### src/rtl/mtimer_pkg.sv
`timescale 1ns/1ps
package mtimer_pkg;
    localparam int unsigned WORD_W  = 32;
    localparam int unsigned CNT_W   = 2 * WORD_W;
    localparam int unsigned A_CTRL  = 'h000;
    localparam int unsigned A_CFG   = 'h100;
    localparam int unsigned A_CLO   = 'h104;
    localparam int unsigned A_CHI   = 'h108;
    localparam int unsigned A_CMP0  = 'h10C;
    localparam int unsigned STEP_LSB = 16;

    typedef enum logic {
        TMR_HALT = 1'b0,
        TMR_RUN  = 1'b1
    } run_state_e;

    function automatic int unsigned a_cmp_lo(int unsigned c);
        return A_CMP0 + 8 * c;
    endfunction

    function automatic int unsigned a_cmp_hi(int unsigned c);
        return A_CMP0 + 8 * c + 4;
    endfunction

    function automatic int unsigned a_ie(int unsigned n);
        return A_CMP0 + 8 * n;
    endfunction

    function automatic int unsigned a_stat(int unsigned n);
        return A_CMP0 + 8 * n + 4;
    endfunction

    function automatic int unsigned a_test(int unsigned n);
        return A_CMP0 + 8 * n + 8;
    endfunction
endpackage

### src/rtl/mtimer_prescale.sv
`timescale 1ns/1ps
module mtimer_prescale
    import mtimer_pkg::*;
#(
    parameter int PRE_W = 12
) (
    input  logic             clk,
    input  logic             rst_n,
    input  logic             go,
    input  logic             stop,
    input  logic             restart,
    input  logic [PRE_W-1:0] prescale,
    output logic             run_o,
    output logic             tick_o
);
    run_state_e       state_q, state_d;
    logic [PRE_W-1:0] pcnt_q;

    // State register
    always_ff @(posedge clk or negedge rst_n) begin
        if (!rst_n) state_q <= TMR_HALT;
        else        state_q <= state_d;
    end

    // Next state
    always_comb begin
        state_d = state_q;
        unique case (state_q)
            TMR_HALT: if (go)   state_d = TMR_RUN;
            TMR_RUN:  if (stop) state_d = TMR_HALT;
        endcase
    end

    // Outputs
    always_comb begin
        run_o  = (state_q == TMR_RUN);
        tick_o = run_o && (pcnt_q >= prescale);
    end

    // Prescaler count: restarts on config write or tick, frozen when halted
    always_ff @(posedge clk or negedge rst_n) begin
        if (!rst_n)        pcnt_q <= '0;
        else if (restart)  pcnt_q <= '0;
        else if (tick_o)   pcnt_q <= '0;
        else if (run_o)    pcnt_q <= pcnt_q + 1'b1;
    end
endmodule

### src/rtl/mtimer_count.sv
`timescale 1ns/1ps
module mtimer_count
    import mtimer_pkg::*;
#(
    parameter int STEP_W = 8
) (
    input  logic              clk,
    input  logic              rst_n,
    input  logic              tick,
    input  logic [STEP_W-1:0] step,
    input  logic              wr_lo,
    input  logic              wr_hi,
    input  logic [WORD_W-1:0] wdata,
    output logic [CNT_W-1:0]  cnt_o
);
    // Software write wins over the tick increment of the same cycle
    always_ff @(posedge clk or negedge rst_n) begin
        if (!rst_n) begin
            cnt_o <= '0;
        end else if (wr_lo || wr_hi) begin
            if (wr_lo) cnt_o[WORD_W-1:0]     <= wdata;
            if (wr_hi) cnt_o[CNT_W-1:WORD_W] <= wdata;
        end else if (tick) begin
            cnt_o <= cnt_o + CNT_W'(step);
        end
    end
endmodule

### src/rtl/mtimer_chan.sv
`timescale 1ns/1ps
module mtimer_chan
    import mtimer_pkg::*;
(
    input  logic              clk,
    input  logic              rst_n,
    input  logic              wr_lo,
    input  logic              wr_hi,
    input  logic [WORD_W-1:0] wdata,
    input  logic [CNT_W-1:0]  cnt,
    input  logic              clr,
    input  logic              force_set,
    output logic [CNT_W-1:0]  cmp_o,
    output logic              hit_o,
    output logic              status_o
);
    always_ff @(posedge clk or negedge rst_n) begin
        if (!rst_n) begin
            cmp_o <= '1;
        end else begin
            if (wr_lo) cmp_o[WORD_W-1:0]     <= wdata;
            if (wr_hi) cmp_o[CNT_W-1:WORD_W] <= wdata;
        end
    end

    assign hit_o = (cnt >= cmp_o);

    // Set (expiry or test) dominates a write-one-to-clear
    always_ff @(posedge clk or negedge rst_n) begin
        if (!rst_n) status_o <= 1'b0;
        else        status_o <= hit_o | force_set | (status_o & ~clr);
    end
endmodule

### src/rtl/mtimer_top.sv
`timescale 1ns/1ps
module mtimer_top
    import mtimer_pkg::*;
#(
    parameter int NCHAN  = 2,
    parameter int ADDR_W = 12,
    parameter int PRE_W  = 12,
    parameter int STEP_W = 8
) (
    input  logic              clk,
    input  logic              rst_n,
    input  logic              reg_we,
    input  logic [ADDR_W-1:0] reg_addr,
    input  logic [31:0]       reg_wdata,
    output logic [31:0]       reg_rdata,
    output logic [NCHAN-1:0]  irq
);
    localparam logic [ADDR_W-1:0] AD_CTRL = ADDR_W'(A_CTRL);
    localparam logic [ADDR_W-1:0] AD_CFG  = ADDR_W'(A_CFG);
    localparam logic [ADDR_W-1:0] AD_CLO  = ADDR_W'(A_CLO);
    localparam logic [ADDR_W-1:0] AD_CHI  = ADDR_W'(A_CHI);
    localparam logic [ADDR_W-1:0] AD_IE   = ADDR_W'(a_ie(NCHAN));
    localparam logic [ADDR_W-1:0] AD_STAT = ADDR_W'(a_stat(NCHAN));
    localparam logic [ADDR_W-1:0] AD_TEST = ADDR_W'(a_test(NCHAN));

    logic              wr_ctrl, wr_cfg, wr_clo, wr_chi, wr_ie, wr_stat, wr_test;
    logic [PRE_W-1:0]  pre_q;
    logic [STEP_W-1:0] step_q;
    logic [NCHAN-1:0]  ie_q;
    logic              run_w, tick_w;
    logic [CNT_W-1:0]  cnt_w;
    logic [NCHAN-1:0]  hit_w, status_w, clr_w, tst_set_w;
    logic [CNT_W-1:0]  cmp_w [NCHAN];

    assign wr_ctrl = reg_we && (reg_addr == AD_CTRL);
    assign wr_cfg  = reg_we && (reg_addr == AD_CFG);
    assign wr_clo  = reg_we && (reg_addr == AD_CLO);
    assign wr_chi  = reg_we && (reg_addr == AD_CHI);
    assign wr_ie   = reg_we && (reg_addr == AD_IE);
    assign wr_stat = reg_we && (reg_addr == AD_STAT);
    assign wr_test = reg_we && (reg_addr == AD_TEST);

    assign clr_w     = wr_stat ? reg_wdata[NCHAN-1:0] : '0;
    assign tst_set_w = wr_test ? reg_wdata[NCHAN-1:0] : '0;

    always_ff @(posedge clk or negedge rst_n) begin
        if (!rst_n) begin
            pre_q  <= '0;
            step_q <= STEP_W'(1);
            ie_q   <= '0;
        end else begin
            if (wr_cfg) begin
                pre_q  <= reg_wdata[PRE_W-1:0];
                step_q <= reg_wdata[STEP_LSB +: STEP_W];
            end
            if (wr_ie) ie_q <= reg_wdata[NCHAN-1:0];
        end
    end

    mtimer_prescale #(.PRE_W(PRE_W)) u_prescale (
        .clk      (clk),
        .rst_n    (rst_n),
        .go       (wr_ctrl &&  reg_wdata[0]),
        .stop     (wr_ctrl && !reg_wdata[0]),
        .restart  (wr_cfg),
        .prescale (pre_q),
        .run_o    (run_w),
        .tick_o   (tick_w)
    );

    mtimer_count #(.STEP_W(STEP_W)) u_count (
        .clk   (clk),
        .rst_n (rst_n),
        .tick  (tick_w),
        .step  (step_q),
        .wr_lo (wr_clo),
        .wr_hi (wr_chi),
        .wdata (reg_wdata),
        .cnt_o (cnt_w)
    );

    for (genvar c = 0; c < NCHAN; c++) begin : g_chan
        mtimer_chan u_chan (
            .clk       (clk),
            .rst_n     (rst_n),
            .wr_lo     (reg_we && (reg_addr == ADDR_W'(a_cmp_lo(c)))),
            .wr_hi     (reg_we && (reg_addr == ADDR_W'(a_cmp_hi(c)))),
            .wdata     (reg_wdata),
            .cnt       (cnt_w),
            .clr       (clr_w[c]),
            .force_set (tst_set_w[c]),
            .cmp_o     (cmp_w[c]),
            .hit_o     (hit_w[c]),
            .status_o  (status_w[c])
        );
    end

    assign irq = status_w & ie_q;

    // Read mux; test register and unmapped space read 0
    always_comb begin
        reg_rdata = '0;
        if (reg_addr == AD_CTRL) begin
            reg_rdata[0] = run_w;
        end else if (reg_addr == AD_CFG) begin
            reg_rdata[PRE_W-1:0]          = pre_q;
            reg_rdata[STEP_LSB +: STEP_W] = step_q;
        end else if (reg_addr == AD_CLO) begin
            reg_rdata = cnt_w[WORD_W-1:0];
        end else if (reg_addr == AD_CHI) begin
            reg_rdata = cnt_w[CNT_W-1:WORD_W];
        end else if (reg_addr == AD_IE) begin
            reg_rdata[NCHAN-1:0] = ie_q;
        end else if (reg_addr == AD_STAT) begin
            reg_rdata[NCHAN-1:0] = status_w;
        end
        for (int c = 0; c < NCHAN; c++) begin
            if (reg_addr == ADDR_W'(a_cmp_lo(c))) reg_rdata = cmp_w[c][WORD_W-1:0];
            if (reg_addr == ADDR_W'(a_cmp_hi(c))) reg_rdata = cmp_w[c][CNT_W-1:WORD_W];
        end
    end
endmodule

### config.mk
export PLATFORM = sky130hd
export DESIGN_NAME = mtimer_top
export DESIGN_NICKNAME = d
export VERILOG_FILES = /design/src/rtl/mtimer_pkg.sv /design/src/rtl/mtimer_prescale.sv /design/src/rtl/mtimer_count.sv /design/src/rtl/mtimer_chan.sv /design/src/rtl/mtimer_top.sv
export SDC_FILE = /design/constraint.sdc
export NUM_CORES = 1
export LEC_CHECK = 0
export BUFFER_PORTS_ARGS = -buffer_cell sky130_fd_sc_hd__buf_2
export CAP_MARGIN = 20
export CORE_AREA = 2 2 181 183
export DETAILED_ROUTE_END_ITERATION = 8
export DIE_AREA = 0 0 183 185
export GPL_TIMING_DRIVEN = 0
export PLACE_DENSITY = 0.68
export RECOVER_POWER = 25
export REMOVE_ABC_BUFFERS = 1
export SYNTH_ARGS = -nofsm -noshare
export SYNTH_HDL_FRONTEND = slang
export SYNTH_SLANG_ARGS = --single-unit
### constraint.sdc
create_clock -name clk -period 3.8 [get_ports clk]
set_input_delay 0.76 -clock clk [delete_from_list [all_inputs] [get_ports clk]]
set_output_delay 0.76 -clock clk [all_outputs]
set_load 0.02 [all_outputs]
---- After elaboration in Yosys (flattened, before gate mapping) ----
Cells that the tools add are included.
operators by class
  add/subtract/negate cells ............... 2
  magnitude comparators ................... 3
  equal/unequal tests ..................... 12
  mux-type cells .......................... 27
  bitwise gates (word level) .............. 10
  reduce and logical (&&, ||, !) cells .... 21
operators with widths
  operator                                        count
  2-to-1 mux 32 bit                               7
  greater-or-equal comparator 64 bit              2
  2-to-1 mux 64 bit                               2
  == test 12 x 9 -> 1 bit, second input constant  10
  adder 64 x 8 -> 64 bit                          1
  2-to-1 mux 12 bit                               4
  2-to-1 mux 31 bit                               1
  2-to-1 mux 30 bit                               1
  2-to-1 mux 8 bit                                2
  logical AND 1 bit                               14
  adder 12 x 1 -> 12 bit, second input constant   1
  greater-or-equal comparator 12 bit              1
  logical NOT 12 bit                              1
  2-to-1 mux 2 bit                                5
  2-to-1 mux 4 bit                                1
  != test 2 x 1 -> 1 bit, second input constant   2
  bitwise OR 1 bit                                4
  AND reduction 2 bit                             2
  2-to-1 mux 1 bit                                3
  inverter 1 bit                                  3
  nonzero test 3 bit                              1
  AND 1 bit                                       2
  AND 2 bit                                       1
  case mux 1 bit (2 select lines)                 1
  3 further kinds                                 3
storage, ports and cells
  flip-flop bits (word level) ............. 229
  logic and storage cells ................. 88

---- Longest topological paths before layout ----
Gate-level depths: netlist (run 1).
  word-level depth ........................ 11
  depth in mapped cells ................... 11
  depth with buffers taken out ............ 10

---- Modules after synthesis ----
A second synthesis (run 1) with hierarchy kept.
second synthesis, totals
  cell total of the unflattened synthesis .. 1876
  area, all modules ....................... 16284.4 um^2
by module, submodules not included
  module           instances  cells each  area each (um^2)  seq. area each (um^2)
  mtimer_chan      2          437         3935.0            1706.6
  mtimer_count     1          514         4413.0            1601.5
  mtimer_top       1          353         2886.5            551.8
  mtimer_prescale  1          135         1114.8            325.3

---- Least setup slack after synthesis (run 1) ----
Ideal clock, no wire load.
  path kind ............................... input to output
  start point ............................. input port reg_addr[1]
  end point ............................... output port reg_rdata[15]
  arrival time ............................ 2592 ps
  required time ........................... 3040 ps
  slack ................................... 448 ps
  cell stages on the path ................. 8
  path buffers ............................ 3
  path through ............................ nor4_2 > and4b_1 > clkbuf_1 > and2_1 > clkbuf_1 > clkbuf_1 > a221oi_1 > a21oi_1
between the ends
  cells in the longest elaborated chain, start to end .. 9
  elaborated cells between the ends (all ways) .. 16
  classes of those cells .................. eq/ne (7); mux (8); reduce/logical (1)
RTL lines
  item                     RTL line           source
  start: declaration       mtimer_top.sv:13   input logic [ADDR_W-1:0] reg_addr,
  == test 12 x 9 -> 1 bit  mtimer_top.sv:110  end else if (reg_addr == AD_CHI) begin
  2-to-1 mux 30 bit        mtimer_top.sv:110
  2-to-1 mux 32 bit        mtimer_top.sv:108  end else if (reg_addr == AD_CLO) begin
  2-to-1 mux 4 bit         mtimer_top.sv:105  end else if (reg_addr == AD_CFG) begin
  2-to-1 mux 31 bit        mtimer_top.sv:103  if (reg_addr == AD_CTRL) begin
  2-to-1 mux 32 bit        mtimer_top.sv:118  if (reg_addr == ADDR_W'(a_cmp_lo(c))) reg_rdata = cmp_w[c][WORD_W-1:0];
  2-to-1 mux 32 bit        mtimer_top.sv:119  if (reg_addr == ADDR_W'(a_cmp_hi(c))) reg_rdata = cmp_w[c][CNT_W-1:WORD_W];
  2-to-1 mux 32 bit        mtimer_top.sv:118
  2-to-1 mux 32 bit (*)    mtimer_top.sv:119
  end: declaration         mtimer_top.sv:15   output logic [31:0] reg_rdata,
Mark *: on every way between the ends. The rest lies on a longest branch, timed or not.

---- Worst setup path in the final report (run 1) ----
  start point ............................. input port reg_addr[2]
  end point ............................... output port reg_rdata[1]
between the ends
  cells in the longest elaborated chain, start to end .. 11
  elaborated cells between the ends (all ways) .. 20
  classes of those cells .................. eq/ne (9); mux (10); reduce/logical (1)
RTL lines
  item                     RTL line           source
  == test 12 x 9 -> 1 bit  mtimer_top.sv:114  end else if (reg_addr == AD_STAT) begin
  2-to-1 mux 2 bit         mtimer_top.sv:114
  2-to-1 mux 2 bit         mtimer_top.sv:112  end else if (reg_addr == AD_IE) begin
  2-to-1 mux 2 bit         mtimer_top.sv:110
  2-to-1 mux 32 bit        mtimer_top.sv:108
  2-to-1 mux 12 bit        mtimer_top.sv:105
  2-to-1 mux 31 bit        mtimer_top.sv:103
  2-to-1 mux 32 bit        mtimer_top.sv:118
  2-to-1 mux 32 bit        mtimer_top.sv:119
  2-to-1 mux 32 bit        mtimer_top.sv:118
  2-to-1 mux 32 bit (*)    mtimer_top.sv:119
Marked as above.

==> flow_summary.ini, run 1 <==
[run_status]
outcome = finished, violations left
violations = max-capacitance violations, max-slew violations

[cts]
cts_hold_buffers = 0
clk_latency_ns = 0.56
htree_levels = 1
clockBufferDepth = 3
cts_tree = done
path_clk_slew_ns = 0.06
root_buffer = clkbuf_16
cts_buffers = 27
clock_sinks = 229

[synth]
ys_warn_count = 0
syn_area_um2 = 15700
ys_types = 85
syn-instance-count = 1651
ys_seq_area_share_pct = 37.4
synth.avg_cell_area_um2 = 9.53
synth_top_flop_cell = dfstp_2
ys_ff_latch = 229
synthArstFlopShare_pct = 100
synth-edff-count = 0

[layout]
fill_cells = 2873
fin_cells = 2139
area_growth_syn_to_layout_pct = 13.5
drive_gt1_share_pct = 26.2
nets = 1907
antennaDiodeCount = 0
fin_util_pct = 55.7

[sta]
finClkSkew_ns = 0.0128
hold_viol_final = 0
layout_min_cycle_time_ns = 3.73
slew-limit-headroom_pct = -104
fin_crit_sh_pct = 98.1
rsz0062_at_grt = no
fmax_mhz = 268
drv_slew = 52
finalSetupViolations = 0
worst_pin_slew_ns = 3.05

[power_and_ir_drop]
vdd_drop_max_mv = 0.325
power_frac_seq_pct = 46.2
pwr-share-comb_pct = 4.2
switching_power_uw = 1270
clkPwrFrac_pct = 49.5
swShare_pct = 23.7
cellInternalPower_uw = 4090
powerDensity_nw_per_um2 = 300
p_leak_uw = 0.00778

[routing]
top_layer_used = met5
wl_per_cell_um = 23.7
vias = 13817
drcViolationCount = 0
met1Wirelength_um = 21300
routed_via_density = 6.46
wl_um = 50800
detail-route-antenna-nets = 0
wl_met3_um = 4330
routed-wl-met2_um = 23200
drtIter0Drc = 1669
dr.pass1.iters = 6

[floorplan]
initial_core_util_pct = 49.1
core-area_um2 = 32000
die_width_um = 183
dieHeight_um = 185
num_io_pins = 81
fp.dieArea_um2 = 33900
rows = 66

[worst_setup_path]
start_kind = primary input
required_ns = 3.04
worstPathMaxFanout = 30
crit_type = primary input to output port
cp.arrival_ns = 2.97
end_kind = output port

[placed_design]
dp_cells = 2073
routabilityCongestion = 0.887
port-buffer-count = 80
hpwl_um = 36200

[global_routing]
grt-ovfl-total = 0
grt_max_degree = 99
grt_pass1_wl_um = 77900
track_usage_pct = 29.8
grt_antenna_before_repair = 2
grt_pass1_vias = 13271

[min_path]
hold_class = primary input to flop

[flow_run]
max_cap_violations = 1
[logic make-up (layout without fill, tap and decap cells)]
kind of cell,count (synthesis),in the layout,share of synthesized area [%]
flops,229,229,37.4
compound gates,510,510,21.6
fa+ha+maj,150,150,12.0
simple gates,348,350,11.5
xor+xnor,8,8,0.445
buf+inv,249,327,6.14
mux,157,157,11.0
[layout by cell type (no fill, tap or decap), types with 23 or more instances in the layout]
cell type,Yosys,routed
nand4_1,26,26
o22a_1,26,26
dfstp_2,129,129
ha_1,149,149
nor2_1,80,75
o21ai_0,105,105
clkbuf_16,0,27
o211ai_1,23,23
buf_2,14,78
inv_1,166,166
a31oi_1,27,27
dfrtp_1,100,100
mux2i_1,32,32
a21oi_1,135,135
mux2_2,125,125
nand2_1,101,100
nand3_1,47,44
[Yosys cell counts, types with 14 or more instances]
master,n,area share (%)
inv_1,166,4.0
ha_1,149,12
a21oi_1,135,4.3
dfstp_2,129,22
mux2_2,125,8.9
o21ai_0,105,3.3
nand2_1,101,2.4
dfrtp_1,100,16
nor2_1,80,1.9
clkbuf_1,53,1.3
nand3_1,47,1.5
mux2i_1,32,2.0
a31oi_1,27,1.1
nand4_1,26,1.0
o22a_1,26,1.4
o211ai_1,23,1.1
a222oi_1,20,1.3
a22oi_1,20,0.95
and3_1,19,0.76
o22ai_1,18,0.72
a21o_1,17,0.81
a221oi_1,16,0.89
o21a_1,16,0.76
nor3_1,15,0.48
buf_2,14,0.45
[power by group through the flow]
| stage | Sequential, uW | Clock [uW] | Combinational [uW] |
|---|---|---|---|
| 2_1_floorplan | 2510 | 0 | 61.4 |
| 3_3_place_gp | 2510 | 0 | 201 |
| 3_5_place_dp | 2510 | 0 | 219 |
| 4_1_cts | 2480 | 2690 | 226 |
| 5_1_grt | 2480 | 2780 | 249 |
| 6_report | 2480 | 2650 | 226 |
[worst max-delay path: stages]
cell	delay, ns
buf_6	0.22
buf_16	0.24
nor2b_1	0.20
and4b_2	0.29
and2_4	0.50
a221oi_1	0.11
a22oi_1	0.24
nand3b_1	0.18
buf_2	0.18
[through the flow]
| step | power, uW | TNS (ns) | setup WS, ns | hold WS, ns | area, um^2 |
|---|---|---|---|---|---|
| final | 5350 | 0 | 0.0730 | 0.464 | 17900 |
| after global routing | 5510 | 0 | 0.0143 | 0.473 | 17900 |
| after CTS | 5390 | 0 | 0.0391 | 0.121 | 17800 |
| after detailed placement | 2730 | -43.35 | -0.784 | 0.505 | 16800 |
| after global placement | 2710 | -807.29 | -3.38 | 0.500 | 16300 |
| after floorplan | 2570 | -50.63 | -0.865 | 0.464 | 15400 |
[layer usage]
metal | global-route usage [%] | vias to the layer above
li1 | - | 6265
met1 | 40.6 | 6792
met2 | 47.4 | 652
met3 | 5.64 | 106
met4 | 11.2 | 2
met5 | 0 | -
[path summary, 6_finish.rpt]
path | slack [ns] | cells after the start | to | from
worst max-delay path | 0.07 | 9 | reg_rdata[1] | reg_addr[2]
worst min-delay path | 0.46 | 3 | g_chan[1].u_chan.cmp_o[45]$_DFFE_PN1P_ | reg_wdata[13]
worst max register to register | 0.21 | 10 | u_count.cnt_o[60]$_DFFE_PN0P_ | step_q[0]$_DFFE_PN1P_
worst min register to register | 0.51 | 2 | g_chan[1].u_chan.cmp_o[57]$_DFFE_PN1P_ | g_chan[1].u_chan.cmp_o[57]$_DFFE_PN1P_
max in group asynchronous | 0.65 | 3 | g_chan[0].u_chan.cmp_o[48]$_DFFE_PN1P_ | rst_n
min in group asynchronous | 1.21 | 1 | u_prescale.pcnt_q[10]$_DFFE_PN0P_ | rst_n
[repair_timing]
action,in CTS,in global routing
pin swaps,5,2
gates resized for setup,11,7
endpoints found under the setup margin,48,26
gates cloned,2,0
buffers inserted,8,4
[state kept, by name, summed over array words and instances, names as in the netlist, named ones only]
signal,cells
g_chan.u_chan.cmp_o,128
u_count.cnt_o,64
pre_q,12
u_prescale.pcnt_q,12
step_q,8
g_chan.u_chan.status_o,2
ie_q,2
[cell type report]
cell class | instances | area [um^2] | area share (%)
multi-input cells | 1175 | 9010 | 50.5
flip-flops and latches | 229 | 5890 | 33.0
repair buffers | 111 | 935 | 5.23
clock buffers | 39 | 781 | 4.37
inverters | 166 | 623 | 3.49
well taps | 408 | 510 | 2.86
clock inverters | 11 | 106 | 0.595
(Power assumes the default switching activity.)
==> run 2: changes to the inputs <==
Settings changed: CTS_BUF_LIST set to sky130_fd_sc_hd__clkbuf_4.
==> flow_summary.ini, run 2 (synthesis results as in run 1) <==
[cts]
cts_tree = done
clockBufferDepth = 3
clk_latency_ns = 0.70
cts_buffers = 69
clock_sinks = 229
path_clk_slew_ns = 0.06
htree_levels = 3
root_buffer = clkbuf_4

[routing]
detail-route-antenna-nets = 0
drtIter0Drc = 1584
wl_per_cell_um = 23.1
routed_via_density = 6.37
vias = 14077
drcViolationCount = 0
wl_um = 51100
dr.pass1.iters = 5

[global_routing]
grt_pass1_wl_um = 78700
grt_pass1_vias = 13562
grt-ovfl-total = 0
grt_antenna_before_repair = 2
grt_max_degree = 99
track_usage_pct = 30.2

[power_and_ir_drop]
powerDensity_nw_per_um2 = 290
total_power_uw = 5190
vdd_drop_max_mv = 0.178
p_leak_uw = 0.00788

[min_path]
hold_start = reg_wdata[29]
hold_class = primary input to flop

[layout]
largest_reg_flops = 128
fin_cells = 2210
mostFrequentLayoutCell = inv_1
top_register = g_chan.u_chan.cmp_o
nets = 1948
drive_gt1_share_pct = 28.9
top_regs = g_chan.u_chan.cmp_o (128), u_count.cnt_o (64)
fin_util_pct = 55.8
fill_cells = 2925
most-common-layout-cells = 166 x inv_1, 149 x ha_1, 135 x a21oi_1
area_growth_syn_to_layout_pct = 13.6

[run_status]
violations = max-capacitance violations, max-slew violations
outcome = finished, violations left

[sta]
worst_pin_slew_ns = 2.49
fmax_mhz = 267
finalSetupTns_ns = 0
finalSetupViolations = 0
slew-limit-headroom_pct = -65.9
finClkSkew_ns = 0.0483
hold_ws_ns = 0.322
drv_slew = 52
rsz0062_at_grt = no
layout_min_cycle_time_ns = 3.74
hold_viol_final = 0
fin_crit_sh_pct = 98.4

[placed_design]
routabilityCongestion = 0.887
dp_cells = 2073
port-buffer-count = 80
hpwl_um = 36200

[worst_setup_path]
cp-startpoint = reg_addr[2]
required_ns = 3.04
worstPathMaxFanout = 25
crit_type = primary input to output port
cp.arrival_ns = 2.98
r2r-start = step_q[0]$_DFFE_PN1P_
start_kind = primary input
end_kind = output port

[floorplan]
initial_core_util_pct = 49.1
rows = 66
dieHeight_um = 185
core-area_um2 = 32000
num_io_pins = 81
fp.dieArea_um2 = 33900
die_width_um = 183

[flow_run]
max_cap_violations = 1
## run 2: layer usage
metal  GRT usage, %  wire, um
met5              0        16
met4           10.8      1520
met3           6.15      4220
met2           47.7     23400
met1           41.3     21900
## run 2: worst max-delay path, cell delays in order
cell,delay (ns)
buf_8,0.19
buf_16,0.23
nor2b_1,0.18
and4b_2,0.36
nand2_1,0.20
o21ai_0,0.12
a221oi_1,0.09
a221o_1,0.32
a41oi_2,0.27
buf_2,0.21
## run 2: path summary, 6_finish.rpt
check	to	slack, ns	cells after the start
max reg2reg	u_count.cnt_o[60]$_DFFE_PN0P_	0.24	10
min	g_chan[1].u_chan.cmp_o[61]$_DFFE_PN1P_	0.32	3
min in group asynchronous	u_prescale.pcnt_q[10]$_DFFE_PN0P_	1.51	2
min reg2reg	g_chan[1].u_chan.cmp_o[61]$_DFFE_PN1P_	0.52	2
max	reg_rdata[0]	0.06	10
max in group asynchronous	g_chan[0].u_chan.cmp_o[12]$_DFFE_PN1P_	0.47	4
## run 2: power by group
group	leakage (uW)	switching, uW	internal [uW]	total [uW]
Sequential	0.00268	12.1	2460	2480
Clock	0.000540	1140	1340	2480
Combinational	0.00466	158	70.7	229
Total	0.00788	1310	3880	5190
## run 2: layout make-up
cell class	instances	area, um^2	share of cell area, %
clock inverter	14	80.1	0.448
clock buffer	107	803	4.49
tap	408	510	2.86
sequential	229	5890	33.0
inverter	166	623	3.48
multi-input combinational	1175	9010	50.4
antenna	1	2.50	0.0140
timing repair buffer	110	955	5.34
## run 2: timing repair
action                                 in CTS  in global routing
hold buffers                                1                  0
endpoints found under the hold margin      12                  0
pin swaps                                   5                  4
setup endpoints to repair                  32                 51
gates resized for setup                    10                  6
gates cloned                                2                  0
setup buffers                               5                  6
## run 2: per-stage QoR
stage | area, um^2 | setup slack, ns
6_report | 17900 | 0.0593
3_3_place_gp | 16300 | -3.38
3_5_place_dp | 16800 | -0.784
5_1_grt | 17900 | 0.00464
4_1_cts | 17700 | -0.000988
2_1_floorplan | 15400 | -0.865
==> run 3: changes to the inputs <==
--- a/config.mk
+++ b/config.mk
@@ -9,10 +9,11 @@
 export CAP_MARGIN = 20
-export CORE_AREA = 2 2 181 183
+export CORE_AREA = 2 2 216 218
 export CTS_BUF_LIST = sky130_fd_sc_hd__clkbuf_4
 export DETAILED_ROUTE_END_ITERATION = 8
-export DIE_AREA = 0 0 183 185
+export DIE_AREA = 0 0 218 220
 export GPL_TIMING_DRIVEN = 0
-export PLACE_DENSITY = 0.68
+export PLACE_DENSITY = 0.51
 export RECOVER_POWER = 25
 export REMOVE_ABC_BUFFERS = 1
+export SKIP_CTS_REPAIR_TIMING = 1
 export SYNTH_ARGS = -nofsm -noshare
==> constraint.sdc (replaced) <==
create_clock -name clk -period 3.8 [get_ports clk]
set_input_delay 0.57 -clock clk [delete_from_list [all_inputs] [get_ports clk]]
set_output_delay 0.57 -clock clk [all_outputs]
set_load 0.02 [all_outputs]
==> flow_summary.ini, run 3 (synthesis results as in run 1) <==
[sta]
slew-limit-headroom_pct = -85.9
worst_pin_slew_ns = 2.79
layout_min_cycle_time_ns = 3.74
finClkSkew_ns = 0.0458
drv_slew = 52
hold_viol_final = 0
hold_ws_ns = 0.0921
finalSetupViolations = 0
fin_crit_sh_pct = 98.5
fmax_mhz = 267
rsz0062_at_grt = yes

[power_and_ir_drop]
p_leak_uw = 0.00787
vdd_drop_max_mv = 0.132
powerDensity_nw_per_um2 = 293
total_power_uw = 5290

[routing]
detail-route-antenna-nets = 0
vias = 13687
wl_um = 55200
dr.pass1.iters = 6
drcViolationCount = 0
drtIter0Drc = 1092
routed_via_density = 5.68
wl_per_cell_um = 22.9

[layout]
final_cell_area_um2 = 18100
fill_cells = 4691
top_regs = g_chan.u_chan.cmp_o (128), u_count.cnt_o (64)
most-common-layout-cells = 166 x inv_1, 149 x ha_1, 135 x a21oi_1
ff_latch_area_um2 = 5890
fin_util_pct = 39.4
drive_gt1_share_pct = 28.7
multiInputGateArea_um2 = 8970
area_growth_syn_to_layout_pct = 14.8
nets = 1943
mostFrequentLayoutCell = inv_1
largest_reg_flops = 128
top_register = g_chan.u_chan.cmp_o

[min_path]
hold_start = reg_wdata[13]
hold_class = primary input to flop

[floorplan]
num_io_pins = 81
rows = 79
die_width_um = 218
fp.dieArea_um2 = 48000
initial_core_util_pct = 34.3
dieHeight_um = 220
core-area_um2 = 45900

[cts]
cts_tree = done
cts_buffers = 73
path_clk_slew_ns = 0.06
clk_latency_ns = 0.76
root_buffer = clkbuf_4
clock_sinks = 229
clockBufferDepth = 3
htree_levels = 3

[global_routing]
track_usage_pct = 22.9
grt_pass1_vias = 13465
grt-ovfl-total = 0
grt_pass1_wl_um = 83300
grt_antenna_before_repair = 2
grt_max_degree = 102

[placed_design]
routabilityCongestion = 0.854
port-buffer-count = 80
post_dp_cell_area_um2 = 17100
hpwl_um = 40300

[flow_run]
max_cap_violations = 1

[worst_setup_path]
required_ns = 3.23
end_kind = output port
worstPathMaxFanout = 24
r2r-start = step_q[0]$_DFFE_PN1P_
cp-startpoint = reg_addr[2]
start_kind = primary input
crit_type = primary input to output port
cp.arrival_ns = 3.17

[run_status]
outcome = finished, violations left
violations = max-capacitance violations, max-slew violations
## run 3: worst max-delay path: stages
cell,delay (ns)
clkbuf_4,0.28
buf_12,0.26
nor2_1,0.15
nand4b_1,0.32
nor2_4,0.65
buf_16,0.24
a22oi_1,0.09
a41oi_1,0.33
buf_2,0.23
## run 3: layout make-up
cell class	count	share of cell area, %
inverter	166	3.45
tap	607	4.20
antenna	1	0.0138
sequential	229	32.6
multi-input combinational	1174	49.7
timing repair buffer	102	4.92
clock inverter	11	0.228
clock buffer	119	4.94
## run 3: worst paths after layout
check	to	slack [ns]	cells past startpoint
max reg2reg	u_count.cnt_o[60]$_DFFE_PN0P_	0.07	10
min in group asynchronous	u_prescale.pcnt_q[7]$_DFFE_PN0P_	1.47	2
max in group asynchronous	g_chan[1].u_chan.cmp_o[18]$_DFFE_PN1P_	0.46	4
min	g_chan[1].u_chan.cmp_o[45]$_DFFE_PN1P_	0.09	3
min reg2reg	g_chan[1].u_chan.cmp_o[45]$_DFFE_PN1P_	0.51	2
max	reg_rdata[0]	0.06	9
## run 3: where the power goes
part           switching [uW]  internal (uW)
logic                     158           66.8
clock network            1180           1400
registers                12.0           2460
## run 3: layer usage
layer	GRT usage (%)	vias up	share of wire, %
met3	3.55	104	5.2
li1	-	6365	-
met1	31.2	6784	46
met5	0	-	0
met2	36.2	434	45
met4	9.12	0	3.1
## run 3: stage by stage
step           instances  setup TNS [ns]  worst slack, ns
4_1_cts             2405           -5.06           -0.308
2_1_floorplan       1568          -28.48           -0.675
3_3_place_gp        2255         -845.00            -3.60
3_5_place_dp        2275          -27.05           -0.647
5_1_grt             2409          -0.121           -0.101
6_report            2409               0           0.0581
